`config.mk`:
```
export PLATFORM = sky130hd
export DESIGN_NAME = lirq_router
export DESIGN_NICKNAME = d
export VERILOG_FILES = /design/src/rtl/lirq_pkg.sv /design/src/rtl/lirq_regs.sv /design/src/rtl/lirq_core_route.sv /design/src/rtl/lirq_router.sv
export SDC_FILE = /design/constraint.sdc
export NUM_CORES = 1
export LEC_CHECK = 0
export BUFFER_PORTS_ARGS = -buffer_cell sky130_fd_sc_hd__buf_2
export CORE_MARGIN = 4
export CORE_UTILIZATION = 61
export CTS_BUF_LIST = sky130_fd_sc_hd__clkbuf_16
export DETAILED_ROUTE_END_ITERATION = 16
export HOLD_SLACK_MARGIN = 0.02
export PLACE_DENSITY = 0.84
export SYNTH_ARGS = -nofsm -noshare
export SYNTH_HDL_FRONTEND = slang
export SYNTH_SLANG_ARGS = --single-unit
```
`constraint.sdc`:
```
create_clock -name clk -period 3.2 [get_ports clk]
set_input_delay 0.48 -clock clk [delete_from_list [all_inputs] [get_ports clk]]
set_output_delay 0.48 -clock clk [all_outputs]
set_load 0.02 [all_outputs]
```
`src/rtl/lirq_pkg.sv`:
```
package lirq_pkg;

   localparam int GRP_SRCS = 4;
   localparam int CFG_W    = 8;
   localparam int PEND_W   = 12;

   localparam int PB_TIMER = 0;
   localparam int PB_MBOX  = 4;
   localparam int PB_GPU   = 8;
   localparam int PB_PMU   = 9;

   localparam logic [7:0] OFF_CTRL  = 8'h00;
   localparam logic [7:0] OFF_PRE   = 8'h08;
   localparam logic [7:0] OFF_GPU   = 8'h0C;
   localparam logic [7:0] OFF_PSET  = 8'h10;
   localparam logic [7:0] OFF_PCLR  = 8'h14;
   localparam logic [7:0] OFF_TCFG0 = 8'h40;
   localparam logic [7:0] OFF_MCFG0 = 8'h50;
   localparam logic [7:0] OFF_PEND0 = 8'h60;

   typedef struct packed {
      logic       fiq_sel;
      logic [1:0] fiq_core;
      logic [1:0] irq_core;
   } gpu_route_t;

   function automatic logic [7:0] per_core_off(logic [7:0] base, int core);
      return base + 8'(4 * core);
   endfunction

   function automatic logic [CFG_W-1:0] pmu_valid_mask(int ncores);
      logic [CFG_W-1:0] m;
      m = '0;
      for (int i = 0; i < ncores; i++) begin
         m[i]            = 1'b1;
         m[i + GRP_SRCS] = 1'b1;
      end
      return m;
   endfunction

endpackage

```
`src/rtl/lirq_regs.sv`:
```
module lirq_regs
   import lirq_pkg::*;
#(
   parameter int NCORES = 4,
   parameter int ADDR_W = 8,
   parameter int DATA_W = 32
) (
   input  logic                               clk,
   input  logic                               rst_n,
   input  logic                               bus_we,
   input  logic                               bus_re,
   input  logic [ADDR_W-1:0]                  bus_addr,
   input  logic [DATA_W-1:0]                  bus_wdata,
   input  logic [NCORES-1:0][PEND_W-1:0]      pend_all,
   output logic [DATA_W-1:0]                  bus_rdata,
   output logic [NCORES-1:0][CFG_W-1:0]       tcfg,
   output logic [NCORES-1:0][CFG_W-1:0]       mcfg,
   output logic [CFG_W-1:0]                   pmu_en,
   output gpu_route_t                         gpu_rt
);

   localparam logic [CFG_W-1:0] PMU_MASK = pmu_valid_mask(NCORES);
   localparam int               GW       = $bits(gpu_route_t);

   logic              sel_ctrl, sel_pre, sel_gpu, sel_pset, sel_pclr;
   logic [NCORES-1:0] sel_tcfg, sel_mcfg, sel_pend;
   logic              hit;

   logic [DATA_W-1:0] ctrl_q, pre_q, rd_nxt, rdata_q;
   logic [CFG_W-1:0]  pmu_q;
   gpu_route_t        gpu_q;

   // ---------------- address decode ----------------
   assign sel_ctrl = (bus_addr == ADDR_W'(OFF_CTRL));
   assign sel_pre  = (bus_addr == ADDR_W'(OFF_PRE));
   assign sel_gpu  = (bus_addr == ADDR_W'(OFF_GPU));
   assign sel_pset = (bus_addr == ADDR_W'(OFF_PSET));
   assign sel_pclr = (bus_addr == ADDR_W'(OFF_PCLR));

   for (genvar c = 0; c < NCORES; c++) begin : g_dec
      assign sel_tcfg[c] = (bus_addr == ADDR_W'(per_core_off(OFF_TCFG0, c)));
      assign sel_mcfg[c] = (bus_addr == ADDR_W'(per_core_off(OFF_MCFG0, c)));
      assign sel_pend[c] = (bus_addr == ADDR_W'(per_core_off(OFF_PEND0, c)));
   end

   assign hit = sel_ctrl | sel_pre | sel_gpu | sel_pset | sel_pclr
              | (|sel_tcfg) | (|sel_mcfg) | (|sel_pend);

   // ---------------- storage ----------------
   always_ff @(posedge clk or negedge rst_n) begin
      if (!rst_n) begin
         ctrl_q <= '0;
         pre_q  <= '0;
         gpu_q  <= '0;
      end else if (bus_we) begin
         if (sel_ctrl) ctrl_q <= bus_wdata;
         if (sel_pre)  pre_q  <= bus_wdata;
         if (sel_gpu)  gpu_q  <= gpu_route_t'(bus_wdata[GW-1:0]);
      end
   end

   always_ff @(posedge clk or negedge rst_n) begin
      if (!rst_n)
         pmu_q <= '0;
      else if (bus_we && sel_pset)
         pmu_q <= pmu_q | (bus_wdata[CFG_W-1:0] & PMU_MASK);
      else if (bus_we && sel_pclr)
         pmu_q <= pmu_q & ~bus_wdata[CFG_W-1:0];
   end

   for (genvar c = 0; c < NCORES; c++) begin : g_cfg
      logic [CFG_W-1:0] tcfg_q, mcfg_q;
      always_ff @(posedge clk or negedge rst_n) begin
         if (!rst_n) begin
            tcfg_q <= '0;
            mcfg_q <= '0;
         end else if (bus_we) begin
            if (sel_tcfg[c]) tcfg_q <= bus_wdata[CFG_W-1:0];
            if (sel_mcfg[c]) mcfg_q <= bus_wdata[CFG_W-1:0];
         end
      end
      assign tcfg[c] = tcfg_q;
      assign mcfg[c] = mcfg_q;
   end

   // ---------------- read path ----------------
   always_comb begin
      rd_nxt = '0;
      if (sel_ctrl) rd_nxt = ctrl_q;
      if (sel_pre)  rd_nxt = pre_q;
      if (sel_gpu)  rd_nxt = DATA_W'(gpu_q);
      if (sel_pset || sel_pclr) rd_nxt = DATA_W'(pmu_q);
      for (int c = 0; c < NCORES; c++) begin
         if (sel_tcfg[c]) rd_nxt = DATA_W'(tcfg[c]);
         if (sel_mcfg[c]) rd_nxt = DATA_W'(mcfg[c]);
         if (sel_pend[c]) rd_nxt = DATA_W'(pend_all[c]);
      end
   end

   always_ff @(posedge clk or negedge rst_n) begin
      if (!rst_n)      rdata_q <= '0;
      else if (bus_re) rdata_q <= rd_nxt;
   end

   assign bus_rdata = rdata_q;
   assign pmu_en    = pmu_q;
   assign gpu_rt    = gpu_q;

   // ---------------- assertions ----------------
   AST_UNMAPPED_ZERO: assert property (@(posedge clk) disable iff (!rst_n)
      (bus_re && !hit) |=> (bus_rdata == '0));
   AST_RDATA_HOLD: assert property (@(posedge clk) disable iff (!rst_n)
      (!bus_re) |=> $stable(bus_rdata));
   AST_PMU_SET: assert property (@(posedge clk) disable iff (!rst_n)
      (bus_we && sel_pset) |=>
      ((pmu_q & $past(bus_wdata[CFG_W-1:0] & PMU_MASK))
         == $past(bus_wdata[CFG_W-1:0] & PMU_MASK)));
   AST_PMU_CLR: assert property (@(posedge clk) disable iff (!rst_n)
      (bus_we && sel_pclr) |=> ((pmu_q & $past(bus_wdata[CFG_W-1:0])) == '0));
   AST_PMU_NO_WRITE: assert property (@(posedge clk) disable iff (!rst_n)
      !(bus_we && (sel_pset || sel_pclr)) |=> $stable(pmu_q));

endmodule

```
`src/rtl/lirq_core_route.sv`:
```
module lirq_core_route
   import lirq_pkg::*;
#(
   parameter int CORE_ID = 0,
   parameter bit REG_OUT = 1'b1
) (
   input  logic                 clk,
   input  logic                 rst_n,
   input  logic [GRP_SRCS-1:0]  timer_lvl,
   input  logic [GRP_SRCS-1:0]  mbox_lvl,
   input  logic                 gpu_lvl,
   input  logic                 pmu_lvl,
   input  logic [CFG_W-1:0]     tcfg,
   input  logic [CFG_W-1:0]     mcfg,
   input  logic                 pmu_irq_en,
   input  logic                 pmu_fiq_en,
   input  gpu_route_t           gpu_rt,
   output logic [PEND_W-1:0]    pend,
   output logic                 irq_o,
   output logic                 fiq_o
);

   logic              gpu_to_irq, gpu_to_fiq;
   logic [PEND_W-1:0] irq_mask, fiq_mask;
   logic              irq_d, fiq_d;

   assign gpu_to_irq = !gpu_rt.fiq_sel && (gpu_rt.irq_core == 2'(CORE_ID));
   assign gpu_to_fiq =  gpu_rt.fiq_sel && (gpu_rt.fiq_core == 2'(CORE_ID));

   always_comb begin
      irq_mask = '0;
      fiq_mask = '0;
      irq_mask[PB_TIMER +: GRP_SRCS] = tcfg[GRP_SRCS-1:0];
      fiq_mask[PB_TIMER +: GRP_SRCS] = tcfg[CFG_W-1:GRP_SRCS];
      irq_mask[PB_MBOX  +: GRP_SRCS] = mcfg[GRP_SRCS-1:0];
      fiq_mask[PB_MBOX  +: GRP_SRCS] = mcfg[CFG_W-1:GRP_SRCS];
      irq_mask[PB_GPU]               = gpu_to_irq;
      fiq_mask[PB_GPU]               = gpu_to_fiq;
      irq_mask[PB_PMU]               = pmu_irq_en;
      fiq_mask[PB_PMU]               = pmu_fiq_en;
   end

   always_comb begin
      pend = '0;
      pend[PB_TIMER +: GRP_SRCS] = timer_lvl;
      pend[PB_MBOX  +: GRP_SRCS] = mbox_lvl;
      pend[PB_GPU]               = gpu_lvl;
      pend[PB_PMU]               = pmu_lvl;
      pend = pend & (irq_mask | fiq_mask);
   end

   assign irq_d = |(pend & irq_mask);
   assign fiq_d = |(pend & fiq_mask);

   if (REG_OUT) begin : g_reg_out
      always_ff @(posedge clk or negedge rst_n) begin
         if (!rst_n) begin
            irq_o <= 1'b0;
            fiq_o <= 1'b0;
         end else begin
            irq_o <= irq_d;
            fiq_o <= fiq_d;
         end
      end

      AST_QUIET_WHEN_IDLE: assert property (@(posedge clk) disable iff (!rst_n)
         (pend == '0) |=> (!irq_o && !fiq_o));
      AST_TIMER_IRQ_FOLLOWS: assert property (@(posedge clk) disable iff (!rst_n)
         (|(timer_lvl & tcfg[GRP_SRCS-1:0])) |=> irq_o);
      AST_MBOX_FIQ_FOLLOWS: assert property (@(posedge clk) disable iff (!rst_n)
         (|(mbox_lvl & mcfg[CFG_W-1:GRP_SRCS])) |=> fiq_o);
   end else begin : g_comb_out
      assign irq_o = irq_d;
      assign fiq_o = fiq_d;
   end

endmodule

```
`src/rtl/lirq_router.sv`:
```
module lirq_router
   import lirq_pkg::*;
#(
   parameter int NCORES  = 4,
   parameter int ADDR_W  = 8,
   parameter int DATA_W  = 32,
   parameter bit REG_OUT = 1'b1
) (
   input  logic                       clk,
   input  logic                       rst_n,
   input  logic                       bus_we,
   input  logic                       bus_re,
   input  logic [ADDR_W-1:0]          bus_addr,
   input  logic [DATA_W-1:0]          bus_wdata,
   output logic [DATA_W-1:0]          bus_rdata,
   input  logic [GRP_SRCS*NCORES-1:0] timer_lvl,
   input  logic [GRP_SRCS*NCORES-1:0] mbox_lvl,
   input  logic                       gpu_lvl,
   input  logic [NCORES-1:0]          pmu_lvl,
   output logic [NCORES-1:0]          core_irq,
   output logic [NCORES-1:0]          core_fiq
);

   if (NCORES < 1 || NCORES > 4) begin : g_bad_ncores
      $error("lirq_router: NCORES must lie in 1..4");
   end
   if (ADDR_W < 8) begin : g_bad_addr
      $error("lirq_router: ADDR_W must be at least 8");
   end
   if (DATA_W < PEND_W) begin : g_bad_data
      $error("lirq_router: DATA_W too narrow for pending word");
   end

   logic [NCORES-1:0][PEND_W-1:0] pend_all;
   logic [NCORES-1:0][CFG_W-1:0]  tcfg, mcfg;
   logic [CFG_W-1:0]              pmu_en;
   gpu_route_t                    gpu_rt;
   logic [NCORES-1:0]             gpu_seen;

   lirq_regs #(
      .NCORES (NCORES),
      .ADDR_W (ADDR_W),
      .DATA_W (DATA_W)
   ) u_regs (
      .clk       (clk),
      .rst_n     (rst_n),
      .bus_we    (bus_we),
      .bus_re    (bus_re),
      .bus_addr  (bus_addr),
      .bus_wdata (bus_wdata),
      .pend_all  (pend_all),
      .bus_rdata (bus_rdata),
      .tcfg      (tcfg),
      .mcfg      (mcfg),
      .pmu_en    (pmu_en),
      .gpu_rt    (gpu_rt)
   );

   for (genvar c = 0; c < NCORES; c++) begin : g_core
      lirq_core_route #(
         .CORE_ID (c),
         .REG_OUT (REG_OUT)
      ) u_route (
         .clk        (clk),
         .rst_n      (rst_n),
         .timer_lvl  (timer_lvl[c*GRP_SRCS +: GRP_SRCS]),
         .mbox_lvl   (mbox_lvl[c*GRP_SRCS +: GRP_SRCS]),
         .gpu_lvl    (gpu_lvl),
         .pmu_lvl    (pmu_lvl[c]),
         .tcfg       (tcfg[c]),
         .mcfg       (mcfg[c]),
         .pmu_irq_en (pmu_en[c]),
         .pmu_fiq_en (pmu_en[c + GRP_SRCS]),
         .gpu_rt     (gpu_rt),
         .pend       (pend_all[c]),
         .irq_o      (core_irq[c]),
         .fiq_o      (core_fiq[c])
      );
      assign gpu_seen[c] = pend_all[c][PB_GPU];
   end

   AST_GPU_SINGLE_CORE: assert property (@(posedge clk) disable iff (!rst_n)
      $onehot0(gpu_seen));
   AST_GPU_IDLE_NO_PEND: assert property (@(posedge clk) disable iff (!rst_n)
      (!gpu_lvl) |-> (gpu_seen == '0));

endmodule

```
==> run_summary.xml <==
<?xml version="1.0" encoding="UTF-8"?>
<metrics>
  <group name="cells_and_area">
    <metric name="area_occupied_by_multi_input_gates" unit="mm2">0.00443</metric>
    <metric name="antennaDiodeCount" unit="">0</metric>
    <metric name="fillCellCount" unit="">1067</metric>
    <metric name="storage_cell_area" unit="mm2">0.00453</metric>
    <metric name="layout-drive-gt1-share" unit="%">32.5</metric>
    <metric name="post-route-util" unit="%">72.4</metric>
    <metric name="layout.nets" unit="">1036</metric>
    <metric name="syn_to_final_growth" unit="%">14.5</metric>
  </group>
  <group name="critical_path">
    <metric name="arrival" unit="ps">2710</metric>
    <metric name="regToRegStartpoint" unit="">u_regs.gpu_rt[2]</metric>
    <metric name="timing.setup.critical_path_class" unit="">primary input to flop</metric>
    <metric name="critPathTopFamily" unit="">compound AO/OA/AOI/OAI gates</metric>
    <metric name="max_stage_delay" unit="ps">480</metric>
    <metric name="cp_slowest_cell" unit="">sky130_fd_sc_hd__nor4_1</metric>
    <metric name="timing.critical_path.cells" unit="">buf_2, nor4_1, nand2_1, o32ai_1, o21ai_1, a221o_1, a21oi_1</metric>
    <metric name="crit_required" unit="ps">3550</metric>
    <metric name="r2r.worst_path.cells" unit="">5</metric>
    <metric name="critPathCaptureType" unit="">flop</metric>
    <metric name="timing.critical_path.fanout_max" unit="">32</metric>
    <metric name="r2r_slack" unit="ps">1320</metric>
    <metric name="critical_path.startpoint_type" unit="">primary input</metric>
    <metric name="cp.buffers_inverters" unit="">1</metric>
    <metric name="rr_endpoint" unit="">u_regs.bus_rdata[2]</metric>
  </group>
  <group name="cts">
    <metric name="postCtsSetupRepairBufs" unit="">0</metric>
    <metric name="clk_root_buf" unit="">sky130_fd_sc_hd__clkbuf_16</metric>
    <metric name="cts.htree.levels" unit="">4</metric>
    <metric name="clk-insertion-delay-late" unit="ps">440</metric>
    <metric name="cts.reportedPaths.clkPinSlew" unit="ps">70</metric>
    <metric name="clock_tree.buffer_depth" unit="">2</metric>
    <metric name="tritoncts.num_buffers" unit="">17</metric>
    <metric name="post_cts_resized" unit="">0</metric>
    <metric name="tritoncts_num_sinks" unit="">181</metric>
    <metric name="cts_hold_repair.buffers" unit="">0</metric>
    <metric name="cts_tree" unit="">built</metric>
  </group>
  <group name="synth">
    <metric name="synth_adder_area_share" unit="%">0</metric>
    <metric name="number_of_warning_messages_in_the_yosys_log" unit="">0</metric>
    <metric name="netlist_top_cells_area" unit="">sky130_fd_sc_hd__dfrtp_1, sky130_fd_sc_hd__mux2_2, sky130_fd_sc_hd__o21ai_0</metric>
    <metric name="synth_edf_count" unit="">0</metric>
    <metric name="synth_cell_type_count" unit="">70</metric>
    <metric name="synth_simple_gate_area_share" unit="%">9.80</metric>
    <metric name="postSynthCellCount" unit="">854</metric>
    <metric name="yosys-mux-area-fraction" unit="%">16.7</metric>
    <metric name="seq_area_frac_synth" unit="%">48.8</metric>
    <metric name="synth-xor-area-share" unit="%">0</metric>
    <metric name="yosys.area.top_type" unit="">sky130_fd_sc_hd__dfrtp_1</metric>
    <metric name="synthMostInstantiatedCell" unit="">sky130_fd_sc_hd__dfrtp_1</metric>
    <metric name="synth_area_per_cell" unit="um2">10.9</metric>
    <metric name="synth.top_cell.area_share" unit="%">48.8</metric>
    <metric name="synthesis.nets" unit="">935</metric>
    <metric name="synth_compound_gate_area_share" unit="%">21.0</metric>
    <metric name="yosys-top-cells-count" unit="">sky130_fd_sc_hd__dfrtp_1, sky130_fd_sc_hd__mux2_2, sky130_fd_sc_hd__nand2_1</metric>
    <metric name="synthFlopType" unit="">sky130_fd_sc_hd__dfrtp_1</metric>
    <metric name="main_combinational_cell_family_by_area_after_synthesis" unit="">compound AO/OA/AOI/OAI gates</metric>
    <metric name="asyncSetResetFlopFracSynth" unit="%">100</metric>
    <metric name="syn_area" unit="mm2">0.00929</metric>
    <metric name="ys_ff_latch" unit="">181</metric>
  </group>
  <group name="sta">
    <metric name="fin_hold_ws" unit="ps">59.5</metric>
    <metric name="finClkSkew" unit="ps">11.9</metric>
    <metric name="maxSlewViolCount" unit="">0</metric>
    <metric name="max_freq" unit="MHz">425</metric>
    <metric name="hold_violations" unit="">0</metric>
    <metric name="post-route-period-util" unit="%">73.5</metric>
    <metric name="relSlewSlack" unit="%">42.8</metric>
    <metric name="min_period" unit="ps">2350</metric>
    <metric name="timing.setup.tns" unit="ps">0</metric>
    <metric name="rsz0062_at_grt" unit="">false</metric>
    <metric name="worst_slew_pin_tran" unit="ps">857</metric>
    <metric name="setup_viol_count_final" unit="">0</metric>
  </group>
  <group name="outcome">
    <metric name="outcome" unit="">finished clean</metric>
  </group>
  <group name="floorplanning">
    <metric name="floorplan.rows" unit="">44</metric>
    <metric name="initial_utilization" unit="%">63.2</metric>
    <metric name="pin_count" unit="">121</metric>
    <metric name="die_area" unit="mm2">0.0173</metric>
    <metric name="design.core.area" unit="mm2">0.0147</metric>
    <metric name="die-height" unit="um">131</metric>
    <metric name="die-width" unit="um">131</metric>
  </group>
  <group name="power">
    <metric name="power.ir.vdd_worst" unit="mV">0.368</metric>
    <metric name="report.power.total" unit="mW">5.12</metric>
    <metric name="power.density" unit="mW/mm2">481</metric>
    <metric name="p_leak" unit="nW">4.92</metric>
  </group>
  <group name="drt">
    <metric name="postRouteAntennaNets" unit="">0</metric>
    <metric name="vias_per_cell" unit="">7.17</metric>
    <metric name="drt_iter0_drc" unit="">1232</metric>
    <metric name="dr_total_vias" unit="">8255</metric>
    <metric name="drt-pass1-iter-count" unit="">6</metric>
    <metric name="route.final.wire_length" unit="mm">30.7</metric>
    <metric name="wl_per_cell" unit="um">26.7</metric>
    <metric name="post-route-drc-count" unit="">0</metric>
  </group>
  <group name="global_route">
    <metric name="grt_antenna_before_repair" unit="">0</metric>
    <metric name="grt_pass1_wl" unit="mm">47.9</metric>
    <metric name="gr-usage-all-layers" unit="%">35.6</metric>
    <metric name="grt_pass1_vias" unit="">8091</metric>
    <metric name="grt_start_max_net_pins" unit="">75</metric>
    <metric name="global_route.overflow_total" unit="">0</metric>
  </group>
  <group name="place">
    <metric name="detailed_placer_s_ending_hpwl" unit="mm">21.7</metric>
    <metric name="placer_congestion" unit="">1.03</metric>
    <metric name="port_buffers" unit="">120</metric>
  </group>
  <group name="hold_path">
    <metric name="timing.hold.worst.class" unit="">primary input to async pin</metric>
  </group>
  <group name="run">
    <metric name="maxCapViolations" unit="">0</metric>
  </group>
</metrics>
-- through the flow --
step / instances / cell area [um2] / setup slack, ps
after floorplan: 854 / 9290 / 953
after global placement: 1120 / 10100 / 557
after CTS: 1152 / 10600 / 997
after detailed placement: 1120 / 10100 / 549
final: 1152 / 10600 / 847
after global routing: 1152 / 10600 / 812
-- state kept, by name, summed over array words and instances, names as in the netlist, named ones only --
name,cells
u_regs.g_cfg.mcfg_q,32
u_regs.pre_q,32
u_regs.bus_rdata,32
u_regs.gpu_rt,5
g_core.u_route.fiq_o,4
u_regs.ctrl_q,32
u_regs.g_cfg.tcfg_q,32
g_core.u_route.irq_o,4
-- where the power goes --
group	switching (mW)	total, mW	internal, mW	leakage [nW]
Combinational	0.352	0.558	0.206	2.15
Clock	1.02	2.06	1.04	0.282
Sequential	0.0984	2.49	2.39	2.49
Total	1.47	5.12	3.65	4.92
-- kinds of logic after synthesis --
| logic type | Yosys count |
|---|---|
| simple gates | 181 |
| buf+inv | 73 |
| compound gates | 281 |
| mux | 138 |
| flops | 181 |
-- metal layers --
metal	up-vias	track usage, %	share of wire [%]
met5	-	0	0
met4	0	14.8	4.5
met3	119	8.37	11
met2	602	53.4	44
met1	4063	50.5	40
li1	3471	-	-
-- layout make-up --
class | count | area share (%)
multi-input combinational | 600 | 41.6
clock inverter | 15 | 1.50
sequential | 181 | 42.6
timing repair buffer | 148 | 7.91
inverter | 7 | 0.247
clock buffer | 17 | 4.00
tap | 184 | 2.16
-- placed cells by master, fill, tap and decap left out, types with 6 or more instances in the layout --
master and n:
sky130_fd_sc_hd__a21oi_1 44, sky130_fd_sc_hd__a221oi_1 15, sky130_fd_sc_hd__a222oi_1 8, sky130_fd_sc_hd__a22o_1 7, sky130_fd_sc_hd__a22oi_1 35, sky130_fd_sc_hd__a31oi_1 7, sky130_fd_sc_hd__buf_2 119, sky130_fd_sc_hd__buf_4 26
sky130_fd_sc_hd__clkbuf_16 17, sky130_fd_sc_hd__dfrtp_1 181, sky130_fd_sc_hd__inv_1 6, sky130_fd_sc_hd__mux2_1 11, sky130_fd_sc_hd__mux2_2 122, sky130_fd_sc_hd__nand2_1 65, sky130_fd_sc_hd__nand3_1 19, sky130_fd_sc_hd__nor2_1 49
sky130_fd_sc_hd__nor2b_1 6, sky130_fd_sc_hd__nor3_1 6, sky130_fd_sc_hd__o211ai_1 8, sky130_fd_sc_hd__o21ai_0 62, sky130_fd_sc_hd__o22ai_1 16, sky130_fd_sc_hd__o2bb2ai_1 26, sky130_fd_sc_hd__o32ai_1 6
-- how the worst max path moves through the flow --
stage / slack (ps) / depth (start not counted) / end / startpoint
floorplan: 950 / 8 / u_regs.bus_rdata[5] / bus_addr[0]
global placement: 560 / 7 / u_regs.bus_rdata[7] / bus_addr[4]
detailed placement: 550 / 7 / u_regs.bus_rdata[6] / bus_addr[4]
CTS: 1000 / 7 / u_regs.bus_rdata[6] / bus_addr[4]
global route: 810 / 9 / u_regs.bus_rdata[15] / bus_addr[4]
finish: 850 / 7 / u_regs.bus_rdata[6] / bus_addr[4]
Note: power is estimated with default switching activity, not from simulation.
